### config.mk
export PLATFORM = sky130hd
export DESIGN_NAME = chg_irq_ctrl
export DESIGN_NICKNAME = d
export VERILOG_FILES = /design/src/rtl/chg_irq_pkg.sv /design/src/rtl/chg_irq_sync.sv /design/src/rtl/chg_irq_edge.sv /design/src/rtl/chg_irq_event.sv /design/src/rtl/chg_irq_regs.sv /design/src/rtl/chg_irq_ctrl.sv
export SDC_FILE = /design/constraint.sdc
export NUM_CORES = 1
export LEC_CHECK = 0
export BUFFER_PORTS_ARGS = -buffer_cell sky130_fd_sc_hd__clkbuf_2
export CAP_MARGIN = 15
export CORE_MARGIN = 1.5
export CORE_UTILIZATION = 40
export CTS_CLUSTER_DIAMETER = 150
export DETAILED_ROUTE_END_ITERATION = 6
export SETUP_SLACK_MARGIN = 0.15
export SLEW_MARGIN = 10
export SYNTH_ARGS = -nofsm -noshare
export SYNTH_HDL_FRONTEND = slang
export SYNTH_SLANG_ARGS = --single-unit
### constraint.sdc
create_clock -name clk_i -period 5.1 [get_ports clk_i]
set_input_delay 0.255 -clock clk_i [delete_from_list [all_inputs] [get_ports clk_i]]
set_output_delay 0.255 -clock clk_i [all_outputs]
set_load 0.03 [all_outputs]
### src/rtl/chg_irq_pkg.sv
`timescale 1ns/1ps
package chg_irq_pkg;
  localparam int REG_ADDR_W = 6;
  localparam int PORT_W     = 8;

  localparam logic [REG_ADDR_W-1:0] ADR_CTRL      = 6'h00;
  localparam logic [REG_ADDR_W-1:0] ADR_STAT      = 6'h01;
  localparam logic [REG_ADDR_W-1:0] ADR_CLR       = 6'h02;
  localparam logic [REG_ADDR_W-1:0] ADR_RISE_BASE = 6'h20;
  localparam logic [REG_ADDR_W-1:0] ADR_FALL_BASE = 6'h30;

  localparam int CTRL_W = 5;

  typedef struct packed {
    logic fall_glb;
    logic rise_glb;
    logic int_en;
    logic ovf_en;
    logic det_en;
  } ctrl_t;

  localparam int CLR_OVF_BIT  = 2;
  localparam int CLR_PEND_BIT = 3;
endpackage

### src/rtl/chg_irq_sync.sv
`timescale 1ns/1ps
module chg_irq_sync #(
  parameter int WIDTH = 8
) (
  input  logic             clk_i,
  input  logic             rst_ni,
  input  logic [WIDTH-1:0] d_i,
  output logic [WIDTH-1:0] q_o
);
  logic [WIDTH-1:0] s1_q, s2_q;

  always_ff @(posedge clk_i or negedge rst_ni) begin
    if (!rst_ni) begin
      s1_q <= '0;
      s2_q <= '0;
    end else begin
      s1_q <= d_i;
      s2_q <= s1_q;
    end
  end

  assign q_o = s2_q;
endmodule

### src/rtl/chg_irq_edge.sv
`timescale 1ns/1ps
module chg_irq_edge #(
  parameter int NUM_PORTS = 4,
  localparam int NCH      = NUM_PORTS * chg_irq_pkg::PORT_W
) (
  input  logic           clk_i,
  input  logic           rst_ni,
  input  logic [NCH-1:0] smp_i,
  input  logic [NCH-1:0] rise_en_i,
  input  logic [NCH-1:0] fall_en_i,
  input  logic           det_en_i,
  input  logic           rise_glb_i,
  input  logic           fall_glb_i,
  output logic           rise_any_o,
  output logic           fall_any_o
);
  import chg_irq_pkg::*;

  logic [NCH-1:0] prev_q;
  logic [NUM_PORTS-1:0] port_rise, port_fall;

  always_ff @(posedge clk_i or negedge rst_ni) begin
    if (!rst_ni) prev_q <= '0;
    else         prev_q <= smp_i;
  end

  for (genvar p = 0; p < NUM_PORTS; p++) begin : g_port
    logic [PORT_W-1:0] cur, old;
    assign cur = smp_i[p*PORT_W +: PORT_W];
    assign old = prev_q[p*PORT_W +: PORT_W];
    assign port_rise[p] = |(cur & ~old & rise_en_i[p*PORT_W +: PORT_W]);
    assign port_fall[p] = |(~cur & old & fall_en_i[p*PORT_W +: PORT_W]);
  end

  assign rise_any_o = det_en_i & rise_glb_i & (|port_rise);
  assign fall_any_o = det_en_i & fall_glb_i & (|port_fall);
endmodule

### src/rtl/chg_irq_event.sv
`timescale 1ns/1ps
module chg_irq_event (
  input  logic clk_i,
  input  logic rst_ni,
  input  logic rise_any_i,
  input  logic fall_any_i,
  input  logic ovf_en_i,
  input  logic clr_pend_i,
  input  logic clr_ovf_i,
  output logic any_edge_o,
  output logic edge_pend_o,
  output logic ovf_pend_o,
  output logic rise_seen_o,
  output logic fall_seen_o
);
  logic pend_q, ovf_q, rise_q, fall_q;

  assign any_edge_o = rise_any_i | fall_any_i;

  // a new edge outranks a clear issued in the same cycle
  always_ff @(posedge clk_i or negedge rst_ni) begin
    if (!rst_ni) begin
      pend_q <= 1'b0;
      ovf_q  <= 1'b0;
      rise_q <= 1'b0;
      fall_q <= 1'b0;
    end else begin
      if (any_edge_o)      pend_q <= 1'b1;
      else if (clr_pend_i) pend_q <= 1'b0;

      if (any_edge_o && pend_q && ovf_en_i) ovf_q <= 1'b1;
      else if (clr_ovf_i)                   ovf_q <= 1'b0;

      if (rise_any_i)      rise_q <= 1'b1;
      else if (clr_pend_i) rise_q <= 1'b0;

      if (fall_any_i)      fall_q <= 1'b1;
      else if (clr_pend_i) fall_q <= 1'b0;
    end
  end

  assign edge_pend_o = pend_q;
  assign ovf_pend_o  = ovf_q;
  assign rise_seen_o = rise_q;
  assign fall_seen_o = fall_q;
endmodule

### src/rtl/chg_irq_regs.sv
`timescale 1ns/1ps
module chg_irq_regs #(
  parameter int NUM_PORTS = 4,
  localparam int NCH      = NUM_PORTS * chg_irq_pkg::PORT_W
) (
  input  logic                               clk_i,
  input  logic                               rst_ni,
  input  logic                               reg_we_i,
  input  logic                               reg_re_i,
  input  logic [chg_irq_pkg::REG_ADDR_W-1:0] reg_addr_i,
  input  logic [7:0]                         reg_wdata_i,
  output logic [7:0]                         reg_rdata_o,
  input  logic [4:0]                         status_i,
  output chg_irq_pkg::ctrl_t                 ctrl_o,
  output logic [NCH-1:0]                     rise_en_o,
  output logic [NCH-1:0]                     fall_en_o,
  output logic                               clr_pend_o,
  output logic                               clr_ovf_o
);
  import chg_irq_pkg::*;

  ctrl_t          ctrl_q;
  logic [NCH-1:0] rise_q, fall_q;
  logic [7:0]     rd_mux, rdata_q;

  always_ff @(posedge clk_i or negedge rst_ni) begin
    if (!rst_ni) begin
      ctrl_q <= '0;
      rise_q <= '0;
      fall_q <= '0;
    end else if (reg_we_i) begin
      if (reg_addr_i == ADR_CTRL) ctrl_q <= ctrl_t'(reg_wdata_i[CTRL_W-1:0]);
      for (int p = 0; p < NUM_PORTS; p++) begin
        if (reg_addr_i == ADR_RISE_BASE + REG_ADDR_W'(p)) rise_q[p*PORT_W +: PORT_W] <= reg_wdata_i;
        if (reg_addr_i == ADR_FALL_BASE + REG_ADDR_W'(p)) fall_q[p*PORT_W +: PORT_W] <= reg_wdata_i;
      end
    end
  end

  assign clr_pend_o = reg_we_i && (reg_addr_i == ADR_CLR) && reg_wdata_i[CLR_PEND_BIT];
  assign clr_ovf_o  = reg_we_i && (reg_addr_i == ADR_CLR) && reg_wdata_i[CLR_OVF_BIT];

  always_comb begin
    rd_mux = '0;
    if (reg_addr_i == ADR_CTRL) rd_mux = {3'b000, ctrl_q};
    if (reg_addr_i == ADR_STAT) rd_mux = {3'b000, status_i};
    for (int p = 0; p < NUM_PORTS; p++) begin
      if (reg_addr_i == ADR_RISE_BASE + REG_ADDR_W'(p)) rd_mux = rise_q[p*PORT_W +: PORT_W];
      if (reg_addr_i == ADR_FALL_BASE + REG_ADDR_W'(p)) rd_mux = fall_q[p*PORT_W +: PORT_W];
    end
  end

  always_ff @(posedge clk_i or negedge rst_ni) begin
    if (!rst_ni)       rdata_q <= '0;
    else if (reg_re_i) rdata_q <= rd_mux;
  end

  assign reg_rdata_o = rdata_q;
  assign ctrl_o      = ctrl_q;
  assign rise_en_o   = rise_q;
  assign fall_en_o   = fall_q;
endmodule

### src/rtl/chg_irq_ctrl.sv
`timescale 1ns/1ps
module chg_irq_ctrl #(
  parameter int NUM_PORTS = 4,
  localparam int NCH      = NUM_PORTS * chg_irq_pkg::PORT_W
) (
  input  logic                               clk_i,
  input  logic                               rst_ni,
  input  logic [NCH-1:0]                     port_i,
  input  logic                               reg_we_i,
  input  logic                               reg_re_i,
  input  logic [chg_irq_pkg::REG_ADDR_W-1:0] reg_addr_i,
  input  logic [7:0]                         reg_wdata_i,
  output logic [7:0]                         reg_rdata_o,
  output logic                               irq_o
);
  import chg_irq_pkg::*;

  logic [NCH-1:0] smp, rise_en, fall_en;
  ctrl_t          ctrl;
  logic           rise_any, fall_any, any_edge;
  logic           clr_pend, clr_ovf;
  logic           edge_pend, ovf_pend, rise_seen, fall_seen;
  logic [4:0]     status;

  chg_irq_sync #(.WIDTH(NCH)) u_sync (
    .clk_i (clk_i),
    .rst_ni(rst_ni),
    .d_i   (port_i),
    .q_o   (smp)
  );

  chg_irq_edge #(.NUM_PORTS(NUM_PORTS)) u_edge (
    .clk_i     (clk_i),
    .rst_ni    (rst_ni),
    .smp_i     (smp),
    .rise_en_i (rise_en),
    .fall_en_i (fall_en),
    .det_en_i  (ctrl.det_en),
    .rise_glb_i(ctrl.rise_glb),
    .fall_glb_i(ctrl.fall_glb),
    .rise_any_o(rise_any),
    .fall_any_o(fall_any)
  );

  chg_irq_event u_event (
    .clk_i      (clk_i),
    .rst_ni     (rst_ni),
    .rise_any_i (rise_any),
    .fall_any_i (fall_any),
    .ovf_en_i   (ctrl.ovf_en),
    .clr_pend_i (clr_pend),
    .clr_ovf_i  (clr_ovf),
    .any_edge_o (any_edge),
    .edge_pend_o(edge_pend),
    .ovf_pend_o (ovf_pend),
    .rise_seen_o(rise_seen),
    .fall_seen_o(fall_seen)
  );

  assign irq_o  = ctrl.int_en & (edge_pend | (ovf_pend & ctrl.ovf_en));
  assign status = {fall_seen, rise_seen, irq_o, ovf_pend, edge_pend};

  chg_irq_regs #(.NUM_PORTS(NUM_PORTS)) u_regs (
    .clk_i      (clk_i),
    .rst_ni     (rst_ni),
    .reg_we_i   (reg_we_i),
    .reg_re_i   (reg_re_i),
    .reg_addr_i (reg_addr_i),
    .reg_wdata_i(reg_wdata_i),
    .reg_rdata_o(reg_rdata_o),
    .status_i   (status),
    .ctrl_o     (ctrl),
    .rise_en_o  (rise_en),
    .fall_en_o  (fall_en),
    .clr_pend_o (clr_pend),
    .clr_ovf_o  (clr_ovf)
  );
endmodule

Word-level counts from Yosys, hierarchy flattened:

Cells that the tools add are included.

* output and inout bits: 9
* bits of input ports: 50
* register bits after elaboration: 177

* equal/unequal tests: 10
* muxes and demuxes: 16
* bitwise operators: 32
* reduce and logical (&&, ||, !) cells: 21

Operators by type and width (count)
* $and A8 B8 Y8: 16
* $mux W8: 8
* $not A8 Y8: 8
* $reduce_or A32 Y1: 2
* $eq A6 B6 Y1 const B: 8
* $reduce_and A2 Y1: 9
* $mux W5: 2
* $reduce_bool A2 Y1: 4
* $and A1 B1 Y1: 6
* $eq A6 B1 Y1 const B: 1
* $eq A6 B2 Y1 const B: 1
* $logic_not A6 Y1: 1
* $mux W1: 6
* $logic_and A1 B1 Y1: 5
* $or A1 B1 Y1: 2

Logic depth before layout (Yosys ltp):

* word-level depth: 12
* mapped depth: 8
* depth with buffers taken out: 6

Modules after synthesis:

Synthesis repeated with hierarchy kept, for this count alone.

* cell total of the unflattened synthesis: 516
* area total of the unflattened synthesis: 6871.6 um^2

By module, submodules not included
* chg_irq_regs: times used 1, cells each 297, area an instance 3708.6 um^2
* chg_irq_sync: times used 1, cells each 64, area an instance 1601.5 um^2
* chg_irq_edge: times used 1, cells each 139, area an instance 1398.8 um^2
* chg_irq_event: times used 1, cells each 14, area an instance 151.4 um^2
* chg_irq_ctrl: times used 1, cells each 2, area an instance 11.3 um^2

Worst setup path after synthesis:

No wires, ideal clock.

* kind: register to register
* from: reg u_regs.fall_q[22] (netlist: u_regs.fall_en_o[22])
* to: reg u_event.ovf_q (netlist: u_event.ovf_pend_o)
* clock period less this slack: 1856 ps
* path slack: 3244 ps
* stages on the path, launching flop included: 7
* buffers on the path: 0
* data required time: 4963 ps
* setup time: 137 ps
* arrival time: 1719 ps
* cells stage by stage: dfrtp_1 -> and3b_1 -> a31oi_1 -> o211ai_1 -> or4_1 -> o311ai_1 -> o211ai_1

* longest elaborated chain between the ends: 7
* elaborated cells on any way between the ends: 8

RTL lines
* start: declaration: line chg_irq_regs.sv:23 `logic [NCH-1:0] rise_q, fall_q;`
* start signal: indexed assignment: line chg_irq_regs.sv:35 `if (reg_addr_i == ADR_FALL_BASE + REG_ADDR_W'(p)) fall_q[p*PORT_W +: PORT_W] <= reg_wdata_i;`
* $and A8 B8 Y8 *: line chg_irq_edge.sv:32 `assign port_fall[p] = |(~cur & old & fall_en_i[p*PORT_W +: PORT_W]);`
* $reduce_or A32 Y1 *: line chg_irq_edge.sv:36 `assign fall_any_o = det_en_i & fall_glb_i & (|port_fall);`
* $and A1 B1 Y1 *: line chg_irq_edge.sv:36
* $or A1 B1 Y1 *: line chg_irq_event.sv:18 `assign any_edge_o = rise_any_i | fall_any_i;`
* $logic_and A1 B1 Y1 * (2 in a row): line chg_irq_event.sv:31 `if (any_edge_o && pend_q && ovf_en_i) ovf_q <= 1'b1;`
* $mux W1 or $reduce_bool A2 Y1 (tied branches)
* end signal: assignment: line chg_irq_event.sv:24 `ovf_q <= 1'b0;`
* end signal: assignment: line chg_irq_event.sv:31
* end signal: assignment: line chg_irq_event.sv:32 `else if (clr_ovf_i) ovf_q <= 1'b0;`
* end: declaration: line chg_irq_event.sv:16 `logic pend_q, ovf_q, rise_q, fall_q;`

Mark *: on every way between the ends. The rest lies on a longest branch, timed or not.
A chain may end at the register's enable or synchronous reset.

Worst setup path in the final report:

* from: in reg_addr_i[0] in the netlist's numbering
* to: reg u_regs.fall_q[8] (netlist: u_regs.fall_en_o[8])

* longest elaborated chain between the ends: 2

RTL lines
* start: declaration: line chg_irq_ctrl.sv:11 `input logic [chg_irq_pkg::REG_ADDR_W-1:0] reg_addr_i,`
* $eq A6 B6 Y1: line chg_irq_regs.sv:35
* $reduce_and A2 Y1 (no source line)

No other way between the ends.

==> impl_metrics.json <==
{
  "status": "finished clean",
  "fin_crit_sh_pct": 46.8,
  "setup_tns_ns": 0,
  "synth_area_leader_cell": "dfrtp_1",
  "clockBufferDepth": 2,
  "die_h_um": 134,
  "grt_max_degree": 80,
  "start_util_pct": 41.0,
  "post_drt_wl_per_cell_um": 21.1,
  "multi_input_area_sq_um": 2280,
  "dp_hpwl_um": 13000,
  "p_leak_uw": 0.00378,
  "power_uw": 3260,
  "drc_errors": 0,
  "h-tree-depth": 4,
  "yosys_warnings": 0,
  "drive_above_1_share_pct": 25.7,
  "ys_ff_latch": 177,
  "endpoint_kind": "register",
  "maxClockFrequency_mhz": 419,
  "finalWeightedCongestion": 0.852,
  "grt_pass1_vias": 4727,
  "fin_hold_ws_ns": 0.255,
  "clock_latency_ns": 0.43,
  "cpPeakStageDelay_ns": 0.73,
  "antenna_left": 0,
  "ir_drop_v": 0.000241,
  "synthMostInstantiatedCell": "dfrtp_1",
  "path_cells": "clkbuf_2 -> nor2b_1 -> nand2_1 -> nor2_1 -> mux2_2",
  "fp.dieW_um": 134,
  "postCtsSetupRepairBufs": 0,
  "path_class": "input port to register",
  "powerDensity_nw_per_um2": 394,
  "core-area_sq_um": 16600,
  "cap_viol_max_count": 0,
  "avgSynthCellArea_sq_um": 12.8,
  "netlist_top_cells_area": "dfrtp_1 (65%), mux2_2 (10%), nand2_1 (3.8%)",
  "port_buffers": 58,
  "grt_use_total_pct": 21.8,
  "slowest_stage": "nor2_1",
  "crit_buf_inv": 1,
  "worst_setup_path_start_kind": "input port",
  "synth_edf_count": 0,
  "viasPerCell": 5.45,
  "cts_buffers": 17,
  "die-area_sq_um": 17800,
  "fin_nets": 679,
  "finClkSkew_ns": 0.0114,
  "diodes": 0,
  "cp.arrival_ns": 2.70,
  "final-hold-violation-count": 0,
  "syn_nets": 582,
  "synthesis.area_sq_um": 6820,
  "rsz0062_at_grt": "false",
  "cts_tree": "built",
  "slew_viol_final": 0,
  "syn_inst": 532,
  "crit_required_ns": 5.41,
  "ys.flop_type": "dfrtp_1",
  "cts.sinks": 177,
  "grt_pass1_wl_um": 28400,
  "synth_common_cells": "dfrtp_1 (177), nand2_1 (69), mux2_2 (61)",
  "setup_slack_ns": 2.71,
  "seq_area_frac_synth_pct": 65.0,
  "setup_viol_count_final": 0,
  "grt_remaining_overflow": 0,
  "drt_iter0_drc": 326,
  "cts_root_buffer": "clkbuf_16",
  "finalWirelength_um": 18100,
  "dr.pass1.iters": 6,
  "layout_min_cycle_time_ns": 2.39,
  "ys_types": 46,
  "io_pins": 59,
  "clkTransAtPathRegs_ns": 0.07,
  "place_ws_ns": 2.28,
  "fin_util_pct": 49.8,
  "async_flop_share_pct": 100,
  "seq_area_sq_um": 4430,
  "cpLargestDelayFamily": "simple AND/OR/NAND/NOR gates",
  "rows": 47,
  "hp-class": "input port to register",
  "synth_top_area_share_pct": 65.0,
  "route.vias.total": 4702,
  "syn_to_final_growth_pct": 21.5,
  "relSlewSlack_pct": 38.4,
  "cp_max_fo": 29,
  "worst_slew_pin_slew_ns": 0.921,
  "antenna_found_initial": 0,
  "fillers": 1486
}
what timing repair did:
item                                   in CTS  in global routing
endpoints found under the hold margin     109                  0
gates resized for setup                     0                  0
hold buffers                               33                  0
worst paths after layout:
path	start	endpoint	slack (ns)	cells past startpoint
setup / recovery	reg_addr_i[0]	u_regs.fall_en_o[8]	2.71	5
hold / removal	reg_wdata_i[7]	u_regs.rise_en_o[23]	0.26	2
setup reg to reg	u_regs.fall_en_o[30]	u_event.edge_pend_o	2.73	6
hold reg to reg	u_sync.s1_q[5]	u_sync.q_o[5]	0.34	0
max in group asynchronous	rst_ni	u_sync.q_o[31]	3.39	3
min in group asynchronous	rst_ni	u_sync.q_o[29]	0.42	2
logic make-up (layout without fill, tap and decap cells):
kind of cell,after synthesis,count (layout),synth area share [%]
flip-flops,177,177,65.0
AND/OR/NAND/NOR,155,155,11.5
AO/OA/AOI/OAI,95,95,8.90
multiplexers,77,77,13.0
buffers and inverters,28,138,1.63
area by class of cell:
type                            count  area share [%]
Sequential cell                   177            53.5
Multi-Input combinational cell    327            27.5
Timing Repair Buffer               94            7.84
Clock buffer                       19            5.35
Tap cell                          220            3.32
Clock inverter                     13            2.01
Inverter                           12           0.544
metrics by stage:
stage          cell area [sq um]  instances
2_1_floorplan               6820        532
3_3_place_gp                7340        797
3_5_place_dp                7340        797
4_1_cts                     8280        862
5_1_grt                     8280        862
6_report                    8280        862
state kept, by name (all words and copies together), names as in the netlist:
name,flops
u_regs.fall_en_o,32
u_event.fall_seen_o,1
u_regs.reg_rdata_o,8
u_edge.prev_q,32
u_regs.rise_en_o,32
u_regs.ctrl_o,5
u_event.rise_seen_o,1
u_event.edge_pend_o,1
u_event.ovf_pend_o,1
u_sync.s1_q,32
u_sync.q_o,32
cells in the final DEF (no fill, tap or decap), types with 4 or more instances in the layout:
cell,instances
inv_1,12
a31oi_1,6
and3b_1,8
clkbuf_16,17
a21oi_1,15
mux2i_1,8
a221oi_1,5
clkbuf_2,57
nand4_1,5
a22oi_1,5
nor2_1,28
o22ai_1,18
o21ai_0,24
mux2_4,8
dlygate4sd3_1,33
nand3b_1,15
mux2_2,61
nor3_1,4
nand3_1,6
inv_6,4
nand2_1,69
dfrtp_1,177
power breakdown:
group	switching (uW)	total [uW]	leakage (uW)	internal, uW
Sequential	104	1630	0.00218	1520
Clock	583	1340	0.000292	753
Combinational	159	298	0.00131	139
Total	846	3260	0.00378	2420
metal layers:
| metal | routed length [um] | up-vias | part of all wire (%) | track usage (%) |
|---|---|---|---|---|
| met3 | 990 | 35 | 5.5 | 5.48 |
| li1 | - | 2107 | - | - |
| met5 | 0 | - | 0 | 0 |
| met2 | 8590 | 144 | 47 | 32.9 |
| met1 | 8070 | 2416 | 44 | 30.4 |
| met4 | 498 | 0 | 2.7 | 8.64 |
No activity file was read; power rests on OpenSTA's default activity.
